===== config.mk =====
export PLATFORM = sky130hd
export DESIGN_NAME = mdio_mgmt_ctrl
export DESIGN_NICKNAME = d
export VERILOG_FILES = /design/src/rtl/mdio_mgmt_pkg.sv /design/src/rtl/mdio_cmd_decode.sv /design/src/rtl/mdio_clk_gen.sv /design/src/rtl/mdio_frame_engine.sv /design/src/rtl/mdio_mgmt_ctrl.sv
export SDC_FILE = /design/constraint.sdc
export NUM_CORES = 1
export LEC_CHECK = 0
export CORE_MARGIN = 2
export CORE_UTILIZATION = 58
export CTS_CLUSTER_DIAMETER = 50
export DETAILED_ROUTE_END_ITERATION = 10
export DONT_BUFFER_PORTS = 1
export PLACE_DENSITY = 0.71
export SLEW_MARGIN = 20
export SYNTH_ARGS = -nofsm -noshare
export SYNTH_HDL_FRONTEND = slang
export SYNTH_SLANG_ARGS = --single-unit

===== constraint.sdc =====
create_clock -name clk -period 2.8 [get_ports clk]
set_input_delay 0.56 -clock clk [delete_from_list [all_inputs] [get_ports clk]]
set_output_delay 0.56 -clock clk [all_outputs]
set_load 0.02 [all_outputs]

===== src/rtl/mdio_mgmt_pkg.sv =====
package mdio_mgmt_pkg;

  localparam int FRAME_BITS  = 64;
  localparam int IDX_W       = 6;
  localparam int HALF_W      = 7;
  localparam int DRIVEN_READ = 46;
  localparam int RX_FIRST    = 48;

  typedef enum logic {
    KIND_FRAME   = 1'b0,
    KIND_CLKONLY = 1'b1
  } run_kind_e;

  typedef struct packed {
    logic       go;
    logic       wr;
    logic [4:0] phy;
    logic [4:0] regn;
    logic [3:0] crs;
  } cmd_fields_t;

  // half of the MDC period in system clocks, chosen by clock-range code
  function automatic logic [HALF_W-1:0] mdc_half(input logic [3:0] code);
    case (code)
      4'd0:    return HALF_W'(8);
      4'd1:    return HALF_W'(13);
      4'd2:    return HALF_W'(21);
      4'd3:    return HALF_W'(31);
      4'd4:    return HALF_W'(51);
      default: return HALF_W'(62);
    endcase
  endfunction

endpackage


===== src/rtl/mdio_cmd_decode.sv =====
module mdio_cmd_decode
  import mdio_mgmt_pkg::*;
#(
  parameter bit ALT_LAYOUT = 1'b0
) (
  input  logic [31:0]  word,
  output cmd_fields_t  fields
);

  generate
    if (ALT_LAYOUT) begin : g_alt
      logic unused_alt;
      assign unused_alt = ^{word[31:26], word[15:12], word[7:4], word[1]};
      always_comb begin
        fields.go   = word[0];
        fields.wr   = (word[3:2] == 2'b01);
        fields.phy  = word[25:21];
        fields.regn = word[20:16];
        fields.crs  = word[11:8];
      end
    end else begin : g_legacy
      logic unused_leg;
      assign unused_leg = ^word[31:16];
      always_comb begin
        fields.go   = word[0];
        fields.wr   = word[1];
        fields.phy  = word[15:11];
        fields.regn = word[10:6];
        fields.crs  = word[5:2];
      end
    end
  endgenerate

endmodule


===== src/rtl/mdio_clk_gen.sv =====
module mdio_clk_gen #(
  parameter int HALF_W = 7
) (
  input  logic              clk,
  input  logic              rst_n,
  input  logic              run,
  input  logic [HALF_W-1:0] half,
  output logic              mdc,
  output logic              rise_p,
  output logic              fall_p
);

  logic [HALF_W-1:0] cnt_q;
  logic [HALF_W-1:0] last_cnt;
  logic              wrap;

  assign last_cnt = half - HALF_W'(1);
  assign wrap     = run && (cnt_q == last_cnt);
  assign rise_p   = wrap && !mdc;
  assign fall_p   = wrap && mdc;

  always_ff @(posedge clk or negedge rst_n) begin
    if (!rst_n) begin
      cnt_q <= '0;
      mdc   <= 1'b0;
    end else if (!run) begin
      cnt_q <= '0;
      mdc   <= 1'b0;
    end else if (wrap) begin
      cnt_q <= '0;
      mdc   <= ~mdc;
    end else begin
      cnt_q <= cnt_q + HALF_W'(1);
    end
  end

  AST_MDC_IDLE_LOW: assert property (@(posedge clk) disable iff (!rst_n)
    !run |-> !mdc);

endmodule


===== src/rtl/mdio_frame_engine.sv =====
module mdio_frame_engine
  import mdio_mgmt_pkg::*;
#(
  parameter int DUMMY_MDC = 8
) (
  input  logic        clk,
  input  logic        rst_n,
  input  logic        start,
  input  run_kind_e   kind_in,
  input  logic        wr_in,
  input  logic [4:0]  phy_in,
  input  logic [4:0]  reg_in,
  input  logic [15:0] wdata_in,
  input  logic        rise_p,
  input  logic        fall_p,
  input  logic        mdc,
  input  logic        mdio_i,
  output logic        active,
  output logic        mdio_o,
  output logic        mdio_oe,
  output logic        done_p,
  output logic        rd_done,
  output logic [15:0] rd_data
);

  localparam logic [IDX_W-1:0] LAST_FRAME = IDX_W'(FRAME_BITS - 1);
  localparam logic [IDX_W-1:0] LAST_CLK   = IDX_W'(DUMMY_MDC - 1);

  run_kind_e             kind_q;
  logic                  wr_q;
  logic [IDX_W-1:0]      idx_q;
  logic [FRAME_BITS-1:0] tx_q;
  logic [15:0]           rx_q;
  logic [IDX_W-1:0]      last_idx;
  logic                  is_frame;

  assign is_frame = active && (kind_q == KIND_FRAME);
  assign last_idx = (kind_q == KIND_CLKONLY) ? LAST_CLK : LAST_FRAME;
  assign done_p   = active && fall_p && (idx_q == last_idx);
  assign rd_done  = done_p && (kind_q == KIND_FRAME) && !wr_q;
  assign rd_data  = rx_q;
  assign mdio_o   = is_frame ? tx_q[FRAME_BITS-1] : 1'b1;
  assign mdio_oe  = is_frame && (wr_q || (idx_q < IDX_W'(DRIVEN_READ)));

  always_ff @(posedge clk or negedge rst_n) begin
    if (!rst_n) begin
      active <= 1'b0;
      kind_q <= KIND_FRAME;
      wr_q   <= 1'b0;
      idx_q  <= '0;
      tx_q   <= '1;
      rx_q   <= '0;
    end else if (start && !active) begin
      active <= 1'b1;
      kind_q <= kind_in;
      wr_q   <= wr_in;
      idx_q  <= '0;
      tx_q   <= {32'hFFFF_FFFF, 2'b01, (wr_in ? 2'b01 : 2'b10), phy_in, reg_in,
                 (wr_in ? 2'b10 : 2'b00), (wr_in ? wdata_in : 16'h0000)};
    end else if (active) begin
      if (rise_p && (kind_q == KIND_FRAME) && !wr_q && (idx_q >= IDX_W'(RX_FIRST)))
        rx_q <= {rx_q[14:0], mdio_i};
      if (fall_p) begin
        if (idx_q == last_idx) begin
          active <= 1'b0;
        end else begin
          idx_q <= idx_q + IDX_W'(1);
          tx_q  <= {tx_q[FRAME_BITS-2:0], 1'b1};
        end
      end
    end
  end

  AST_OE_ONLY_ACTIVE: assert property (@(posedge clk) disable iff (!rst_n)
    mdio_oe |-> active);
  AST_TX_STABLE_HIGH: assert property (@(posedge clk) disable iff (!rst_n)
    (mdc && $past(mdc)) |-> $stable(mdio_o));

endmodule


===== src/rtl/mdio_mgmt_ctrl.sv =====
module mdio_mgmt_ctrl
  import mdio_mgmt_pkg::*;
#(
  parameter bit ALT_LAYOUT = 1'b0,
  parameter int DUMMY_MDC  = 8
) (
  input  logic        clk,
  input  logic        rst_n,
  input  logic        csr_we,
  input  logic        csr_sel,
  input  logic [31:0] csr_wdata,
  input  logic        csr_rsel,
  output logic [31:0] csr_rdata,
  output logic        mdc,
  output logic        mdio_o,
  output logic        mdio_oe,
  input  logic        mdio_i
);

  cmd_fields_t        fld;
  logic [31:1]        cmd_q;
  logic [15:0]        data_q;
  logic [HALF_W-1:0]  half_q;
  logic               busy;
  logic               cmd_acc;
  logic               go_frame;
  logic               go_clk;
  logic               start;
  run_kind_e          kind;
  logic               rise_p;
  logic               fall_p;
  logic               done_p;
  logic               rd_done;
  logic [15:0]        rd_data;

  mdio_cmd_decode #(.ALT_LAYOUT(ALT_LAYOUT)) u_dec (
    .word   (csr_wdata),
    .fields (fld)
  );

  assign cmd_acc  = csr_we && !csr_sel && !busy;
  assign go_frame = cmd_acc && fld.go;
  assign go_clk   = cmd_acc && !fld.go && !ALT_LAYOUT;
  assign start    = go_frame || go_clk;
  assign kind     = go_frame ? KIND_FRAME : KIND_CLKONLY;

  always_ff @(posedge clk or negedge rst_n) begin
    if (!rst_n) begin
      cmd_q  <= '0;
      data_q <= '0;
      half_q <= mdc_half(4'd0);
    end else begin
      if (cmd_acc) cmd_q <= csr_wdata[31:1];
      if (start)   half_q <= mdc_half(fld.crs);
      if (rd_done)
        data_q <= rd_data;
      else if (csr_we && csr_sel)
        data_q <= csr_wdata[15:0];
    end
  end

  assign csr_rdata = csr_rsel ? {16'h0000, data_q} : {cmd_q, busy};

  mdio_clk_gen #(.HALF_W(HALF_W)) u_clk (
    .clk    (clk),
    .rst_n  (rst_n),
    .run    (busy),
    .half   (half_q),
    .mdc    (mdc),
    .rise_p (rise_p),
    .fall_p (fall_p)
  );

  mdio_frame_engine #(.DUMMY_MDC(DUMMY_MDC)) u_eng (
    .clk      (clk),
    .rst_n    (rst_n),
    .start    (start),
    .kind_in  (kind),
    .wr_in    (fld.wr),
    .phy_in   (fld.phy),
    .reg_in   (fld.regn),
    .wdata_in (data_q),
    .rise_p   (rise_p),
    .fall_p   (fall_p),
    .mdc      (mdc),
    .mdio_i   (mdio_i),
    .active   (busy),
    .mdio_o   (mdio_o),
    .mdio_oe  (mdio_oe),
    .done_p   (done_p),
    .rd_done  (rd_done),
    .rd_data  (rd_data)
  );

  AST_BUSY_ON_ACCEPT: assert property (@(posedge clk) disable iff (!rst_n)
    go_frame |=> busy);
  AST_BUSY_HOLD: assert property (@(posedge clk) disable iff (!rst_n)
    (busy && !done_p) |=> busy);
  AST_IGNORE_BUSY_CMD: assert property (@(posedge clk) disable iff (!rst_n)
    (csr_we && !csr_sel && busy) |=> $stable(cmd_q));

endmodule


======== Word level (Yosys, flattened, before mapping) ========
Index checks and enable logic that the tools add are counted.
operators by class
  add/sub/neg operators ................... 3
  magnitude comparators ................... 2
  eq/ne operators ......................... 8
  mux-type cells .......................... 26
  bitwise gates (word level) .............. 3
  reduce and logical (&&, ||, !) cells .... 31
operator list
  kind                   number
  $mux W64               4
  $mux W16               3
  $mux W32               1
  $mux W6                5
  $pmux W6 S5            1
  $logic_and A1 B1 Y1    18
  $mux W7                2
  $eq A4 B2 Y1 const B   2
  $mux W1                8
  $add A7 B1 Y7 const B  1
  $eq A7 B7 Y1           1
  $sub A7 B1 Y7 const B  1
  $add A6 B1 Y6 const B  1
  $eq A6 B6 Y1           1
  $ge A6 B6 Y1 const B   1
  $lt A6 B6 Y1 const B   1
  $reduce_and A3 Y1      2
  $reduce_bool A2 Y1     3
  $logic_not A1 Y1       5
  $eq A4 B1 Y1 const B   1
  $eq A4 B3 Y1 const B   1
  $logic_not A4 Y1       1
  $mux W2                2
  $not A1 Y1             3
  other kinds (3)        4
word-level totals
  flip-flop bits (word level) ............. 151
  input port bits ......................... 38
  output and inout bits ................... 35
  logic and storage cells ................. 84

======== Logic depth before layout (Yosys ltp) ========
  word-level depth ........................ 9
  depth in mapped cells ................... 10
  depth with buffers taken out ............ 8

======== By module ========
From an unflattened synthesis, not the netlist that was laid out.
unflattened totals
  cells, all modules ...................... 658
  area, all modules ....................... 7133.1 um^2
by module, submodules not included
  module             instances  cells an instance  area an instance (um^2)  sequential area each (um^2)
  mdio_frame_engine  1          385                3988.8                   2307.2
  mdio_mgmt_ctrl     1          199                2468.6                   1327.5
  mdio_clk_gen       1          58                 555.5                    200.2
  mdio_cmd_decode    1          16                 120.1                    0.0

======== Worst setup path after synthesis ========
OpenSTA, ideal clock, no wires.
  path type ............................... register to register
  start point ............................. register half_q[0]
  end point ............................... register data_q[10]
  library setup time ...................... 125 ps
  arrival time ............................ 2206 ps
  required time ........................... 2675 ps
  slack ................................... 469 ps
  cell stages (with the launch flop) ...... 10
  buffers on the path ..................... 1
  clock period less this slack ............ 2331 ps
  path through ............................ dfrtp_1 inv_1 ha_1 nor3b_2 xor2_1 o31ai_1 o21a_2 nand3_2 buf_6 mux2_4
on the way
  word-level cells in the longest chain between the ends .. 9
  elaborated cells on any way between the ends .. 10
  classes of those cells .................. add/sub (1); eq/ne (1); mux (1); reduce/logical (7)
RTL lines
  element                                                line                     text
  start: declaration                                     mdio_mgmt_ctrl.sv:23     logic [HALF_W-1:0] half_q;
  start signal: assignment                               mdio_mgmt_ctrl.sv:51     half_q <= mdc_half(4'd0);
  start signal: assignment                               mdio_mgmt_ctrl.sv:54     if (start) half_q <= mdc_half(fld.crs);
  $sub A7 B1 Y7 (*)                                      mdio_clk_gen.sv:17       assign last_cnt = half - HALF_W'(1);
  $eq A7 B7 Y1 (*)                                       mdio_clk_gen.sv:18       assign wrap = run && (cnt_q == last_cnt);
  $logic_and A1 B1 Y1 (*)                                mdio_clk_gen.sv:18
  $logic_and A1 B1 Y1 (*)                                mdio_clk_gen.sv:20       assign fall_p = wrap && mdc;
  $logic_and A1 B1 Y1 (*) (2 in a row)                   mdio_frame_engine.sv:39  assign done_p = active && fall_p && (idx_q == last_idx);
  $logic_and A1 B1 Y1 (*) (2 in a row)                   mdio_frame_engine.sv:40  assign rd_done = done_p && (kind_q == KIND_FRAME) && !wr_q;
  $mux W16 / $reduce_bool A2 Y1 (equally long branches)  --
  end signal: assignment                                 mdio_mgmt_ctrl.sv:56     data_q <= rd_data;
  end signal: assignment                                 mdio_mgmt_ctrl.sv:58     data_q <= csr_wdata[15:0];
  end: declaration                                       mdio_mgmt_ctrl.sv:22     logic [15:0] data_q;
Mark *: on every way between the ends. The rest lies on a longest branch, timed or not.
A chain may end at the register's enable or synchronous reset.

======== Worst setup path after layout ========
  start point ............................. register half_q[0]
  end point ............................... register u_eng.idx_q[3]
on the way
  word-level cells in the longest chain between the ends .. 6
RTL lines
  element                       line                     text
  $sub A7 B1 Y7                 mdio_clk_gen.sv:17
  $eq A7 B7 Y1                  mdio_clk_gen.sv:18
  $logic_and A1 B1 Y1           mdio_clk_gen.sv:18
  $logic_and A1 B1 Y1           mdio_clk_gen.sv:20
  $reduce_bool A2 Y1 (no line)  --
  $reduce_and A3 Y1 (no line)   --
  end signal: assignment        mdio_frame_engine.sv:67  idx_q <= idx_q + IDX_W'(1);
  end: declaration              mdio_frame_engine.sv:31  logic [IDX_W-1:0] idx_q;
No other way between the ends.

==> qor.log <==
qor: power.worst_supply_voltage_drop_on_vdd 507 uV
qor: hold_path.worstHoldPathType in2async
qor: floorplan.ioPinCount 73
qor: worst_setup_path.critical_path_class reg2reg
qor: layout.antenna_cells_inserted 0
qor: worst_setup_path.critical_path_required 3.14 ns
qor: global_routing.gr-usage-all-layers 22.9%
qor: power.switching_share 28.9%
qor: global_routing.grt_pass1_wl 23,700 um
qor: placement.placedCellCount 787
qor: detailed_routing.drtIter0Drc 292
qor: synth.synth_top_area_cell sky130_fd_sc_hd__dfrtp_1
qor: power.power_density_of_the_placed_cells 816 nW/um^2
qor: clock_tree.cts_made_buffers 17
qor: timing.finalClockSkew 0.00735 ns
qor: timing.maxSlewViolCount 0
qor: placement.placedInstanceArea 7200 um^2
qor: timing.setup_repair_after_global_routing_missed_its_margin no
qor: floorplan.die-width 115 um
qor: detailed_routing.vias 4,871
qor: layout.instances_no_fill 819
qor: clock_tree.cts.clk_slew.worst_paths 0.06 ns
qor: worst_setup_path.timing.critical_path.fanout_max 7
qor: detailed_routing.drtAntennaViolNets 0
qor: global_routing.grt_start_max_net_pins 151
qor: detailed_routing.drc_violation_count_after_routing 0
qor: layout.final_area 7780 um^2
qor: detailed_routing.routedWlPerCell 17.4 um
qor: placement.post-dp-hpwl 9060 um
qor: timing.fmax_achieved 394 MHz
qor: worst_setup_path.setup.reg_to_reg.worst_slack 0.26 ns
qor: floorplan.initial_utilization 59.2%
qor: clock_tree.tritoncts done
qor: floorplan.die-area 13,200 um^2
qor: worst_setup_path.r2r_cells 8
qor: synth.synthArstFlopShare 100%
qor: layout.fraction_of_final_layout_cells_with_drive_strength_greater_than_1 25.9%
qor: timing.fin_hold_ws -0.168 ns
qor: global_routing.gr_ovfl_total 0
qor: power.static-leakage-power 3.34 nW
qor: power.sequential_group_share_of_total_power 46.8%
qor: power.gate_power_share 19.2%
qor: synth.ys_dominant_reg_cell sky130_fd_sc_hd__dfrtp_1
qor: clock_tree.clock_path_buffers 2
qor: timing.period_needed 2.54 ns
qor: synth.synth-seq-area-share 53.9%
qor: timing.max_slew_headroom 49.7%
qor: synth.ys_warns 0
qor: outcome.result_of_the_run finished with violations
qor: synth.yosysTopAreaCellShare 29.9%
qor: placement.routabilityCongestion 0.772
qor: layout.n_fill_cell 928
qor: layout.final_nets 700
qor: worst_setup_path.r2r_end u_eng.idx_q[3]$_DFFE_PN0P_
qor: worst_setup_path.worst_setup_path_end_kind flop
qor: job.drv_cap 0
qor: detailed_routing.drt_pass1_iterations 4
qor: global_routing.antenna_found_initial 0
qor: synth.synth-seq-cells 150
qor: synth.post_synth_inst_count 677
qor: timing.totalNegativeSetupSlack 0 ns
qor: power.internal_power 4.51 mW
qor: synth.synth_cell_types 58
qor: timing.hold_violations 85
qor: power.clock_power_share 34.0%
qor: worst_setup_path.cp_data_arrival_time 2.88 ns
qor: synth.synth_fp_nets 718
qor: global_routing.first_global_vias 4,799
qor: worst_setup_path.setup.worst_path.start half_q[0]$_DFFE_PN0P_
qor: worst_setup_path.timing.critical_path.to u_eng.idx_q[3]$_DFFE_PN0P_
qor: worst_setup_path.r2r_start half_q[0]$_DFFE_PN0P_
qor: detailed_routing.routed_wirelength 14,300 um
qor: synth.top_area_cells_in_the_synthesized_netlist sky130_fd_sc_hd__dfrtp_1 (30%), sky130_fd_sc_hd__dfstp_2 (24%), sky130_fd_sc_hd__mux2_2 (7.1%)
qor: clock_tree.cts_post_setup_buffers_inserted 0
qor: timing.setup_viol 0
qor: timing.tightestPinTransition 0.752 ns
qor: synth.syn-cell-area 7110 um^2
qor: worst_setup_path.critical_path.startpoint_type flop
qor: placement.placement.io_buffers 0
qor: outcome.violations hold timing
qor: floorplan.floorplan.die.height 115 um
qor: synth.syn_area_per_cell 10.5 um^2
qor: detailed_routing.via_per_inst 5.95
qor: layout.area_overhead_vs_synth 9.38%
qor: power.p_sw 1.84 mW
qor: floorplan.cell_row_count 40
qor: clock_tree.cts.sinks 150
qor: timing.final.period_utilization 90.6%
qor: clock_tree.cts_root_buffer sky130_fd_sc_hd__clkbuf_16
qor: floorplan.fp.coreArea 12,000 um^2
qor: clock_tree.clock_insertion_delay_worst_skew 0.43 ns
qor: clock_tree.cts_h_tree_depth 4
qor: synth.synth_edf_count 0
synth_stat cells, types with 3 or more instances:
library cell               instances
sky130_fd_sc_hd__xnor2_1           7
sky130_fd_sc_hd__nand4_1           3
sky130_fd_sc_hd__ha_1              3
sky130_fd_sc_hd__mux2_1           10
sky130_fd_sc_hd__a221o_1          10
sky130_fd_sc_hd__o211ai_1         18
sky130_fd_sc_hd__nand3b_1          4
sky130_fd_sc_hd__and2_1           11
sky130_fd_sc_hd__nand3_1          27
sky130_fd_sc_hd__nor2_1           56
sky130_fd_sc_hd__inv_1             5
sky130_fd_sc_hd__xor2_1            6
sky130_fd_sc_hd__nor3_1           36
sky130_fd_sc_hd__nor2b_1          17
sky130_fd_sc_hd__clkbuf_1         35
sky130_fd_sc_hd__dfrtp_1          85
sky130_fd_sc_hd__a21o_1           23
sky130_fd_sc_hd__nand2_1          90
sky130_fd_sc_hd__mux2_4           10
sky130_fd_sc_hd__buf_2             5
sky130_fd_sc_hd__dfstp_2          65
sky130_fd_sc_hd__o31ai_1           4
sky130_fd_sc_hd__or3_1             3
sky130_fd_sc_hd__mux2_2           45
sky130_fd_sc_hd__buf_1             5
sky130_fd_sc_hd__a31oi_1           4
sky130_fd_sc_hd__o21ai_0           6
sky130_fd_sc_hd__a21oi_1          45
power groups by stage:
| stage | sequential, mW | clock, mW | combinational, mW |
|---|---|---|---|
| after global placement | 2.98 | 0 | 1.15 |
| after CTS | 2.97 | 2.20 | 1.21 |
| after detailed placement | 2.99 | 0 | 1.21 |
| after global routing | 3.03 | 2.29 | 1.35 |
| after floorplan | 2.88 | 0 | 1.07 |
| final | 2.97 | 2.16 | 1.22 |
logic make-up after synthesis:
| group | share of synthesized area (%) |
|---|---|
| fa+ha+maj | 0.528 |
| simple gates | 18.1 |
| compound gates | 11.8 |
| buf+inv | 3.22 |
| xor+xnor | 1.60 |
| flops | 53.9 |
| mux | 10.8 |
routing by layer:
layer	vias to the layer above	wire length, um	global-route usage [%]
met2	96	6960	36.4
met4	0	248	9.08
met3	20	691	5.69
met1	2419	6360	30.7
met5	-	0	0
li1	2336	-	-
cells in the final DEF, fill, tap and decap left out, types with 23 or more instances in the layout:
master                    count
sky130_fd_sc_hd__nand2_1     90
sky130_fd_sc_hd__dfrtp_1     85
sky130_fd_sc_hd__dfstp_2     65
sky130_fd_sc_hd__nor2_1      56
sky130_fd_sc_hd__mux2_2      45
sky130_fd_sc_hd__a21oi_1     44
sky130_fd_sc_hd__nor3_1      36
sky130_fd_sc_hd__nand3_1     27
sky130_fd_sc_hd__a21o_1      23
metrics by stage:
stage | setup slack, ns | power, mW | utilization, %
2_1_floorplan | 0.469 | 3.95 | -
3_3_place_gp | 0.295 | 4.13 | 59.9
3_5_place_dp | 0.201 | 4.20 | 59.9
4_1_cts | 0.183 | 6.38 | 64.6
5_1_grt | 0.0771 | 6.67 | 64.8
6_report | 0.263 | 6.35 | 64.8
area by class of cell:
cell class	count	area [um^2]	area share (%)
Tap cell	147	184	2.36
Clock inverter	9	75.1	0.965
Sequential cell	150	3830	49.3
Clock buffer	23	489	6.29
Inverter	5	18.8	0.241
Multi-Input combinational cell	473	3080	39.5
Timing Repair Buffer	12	103	1.32
timing repair:
item,4_1_cts,5_1_grt
setup endpoints to repair,0,12
endpoints found under the hold margin,142,119
gates resized for setup,0,2
flip-flops by register name, indices dropped and copies added (netlist names), 6 cells and up:
name           flops
u_clk.cnt_q        7
data_q            16
cmd_q             31
half_q             6
u_eng.rd_data     16
u_eng.idx_q        6
u_eng.tx_q        64
worst min path at each step:
stage	startpoint	to	cells after the start
5_1_grt	rst_n	u_clk.mdc$_DFFE_PN0P_	0
4_1_cts	rst_n	u_clk.mdc$_DFFE_PN0P_	0
6_report	rst_n	u_clk.mdc$_DFFE_PN0P_	0
2_1_floorplan	rst_n	cmd_q[10]$_DFFE_PN0P_	0
3_3_place_gp	rst_n	u_clk.cnt_q[2]$_DFF_PN0_	0
3_5_place_dp	rst_n	u_clk.mdc$_DFFE_PN0P_	0
critical path: stages, from the launching register on:
cell,delay [ns]
sky130_fd_sc_hd__dfrtp_1,0.41
sky130_fd_sc_hd__inv_1,0.10
sky130_fd_sc_hd__ha_1,0.17
sky130_fd_sc_hd__nor3b_2,0.28
sky130_fd_sc_hd__nand4b_1,0.13
sky130_fd_sc_hd__a21oi_1,0.40
sky130_fd_sc_hd__o21ai_1,0.24
sky130_fd_sc_hd__or4_1,0.56
sky130_fd_sc_hd__a21oi_1,0.16
(Power assumes the default switching activity.)
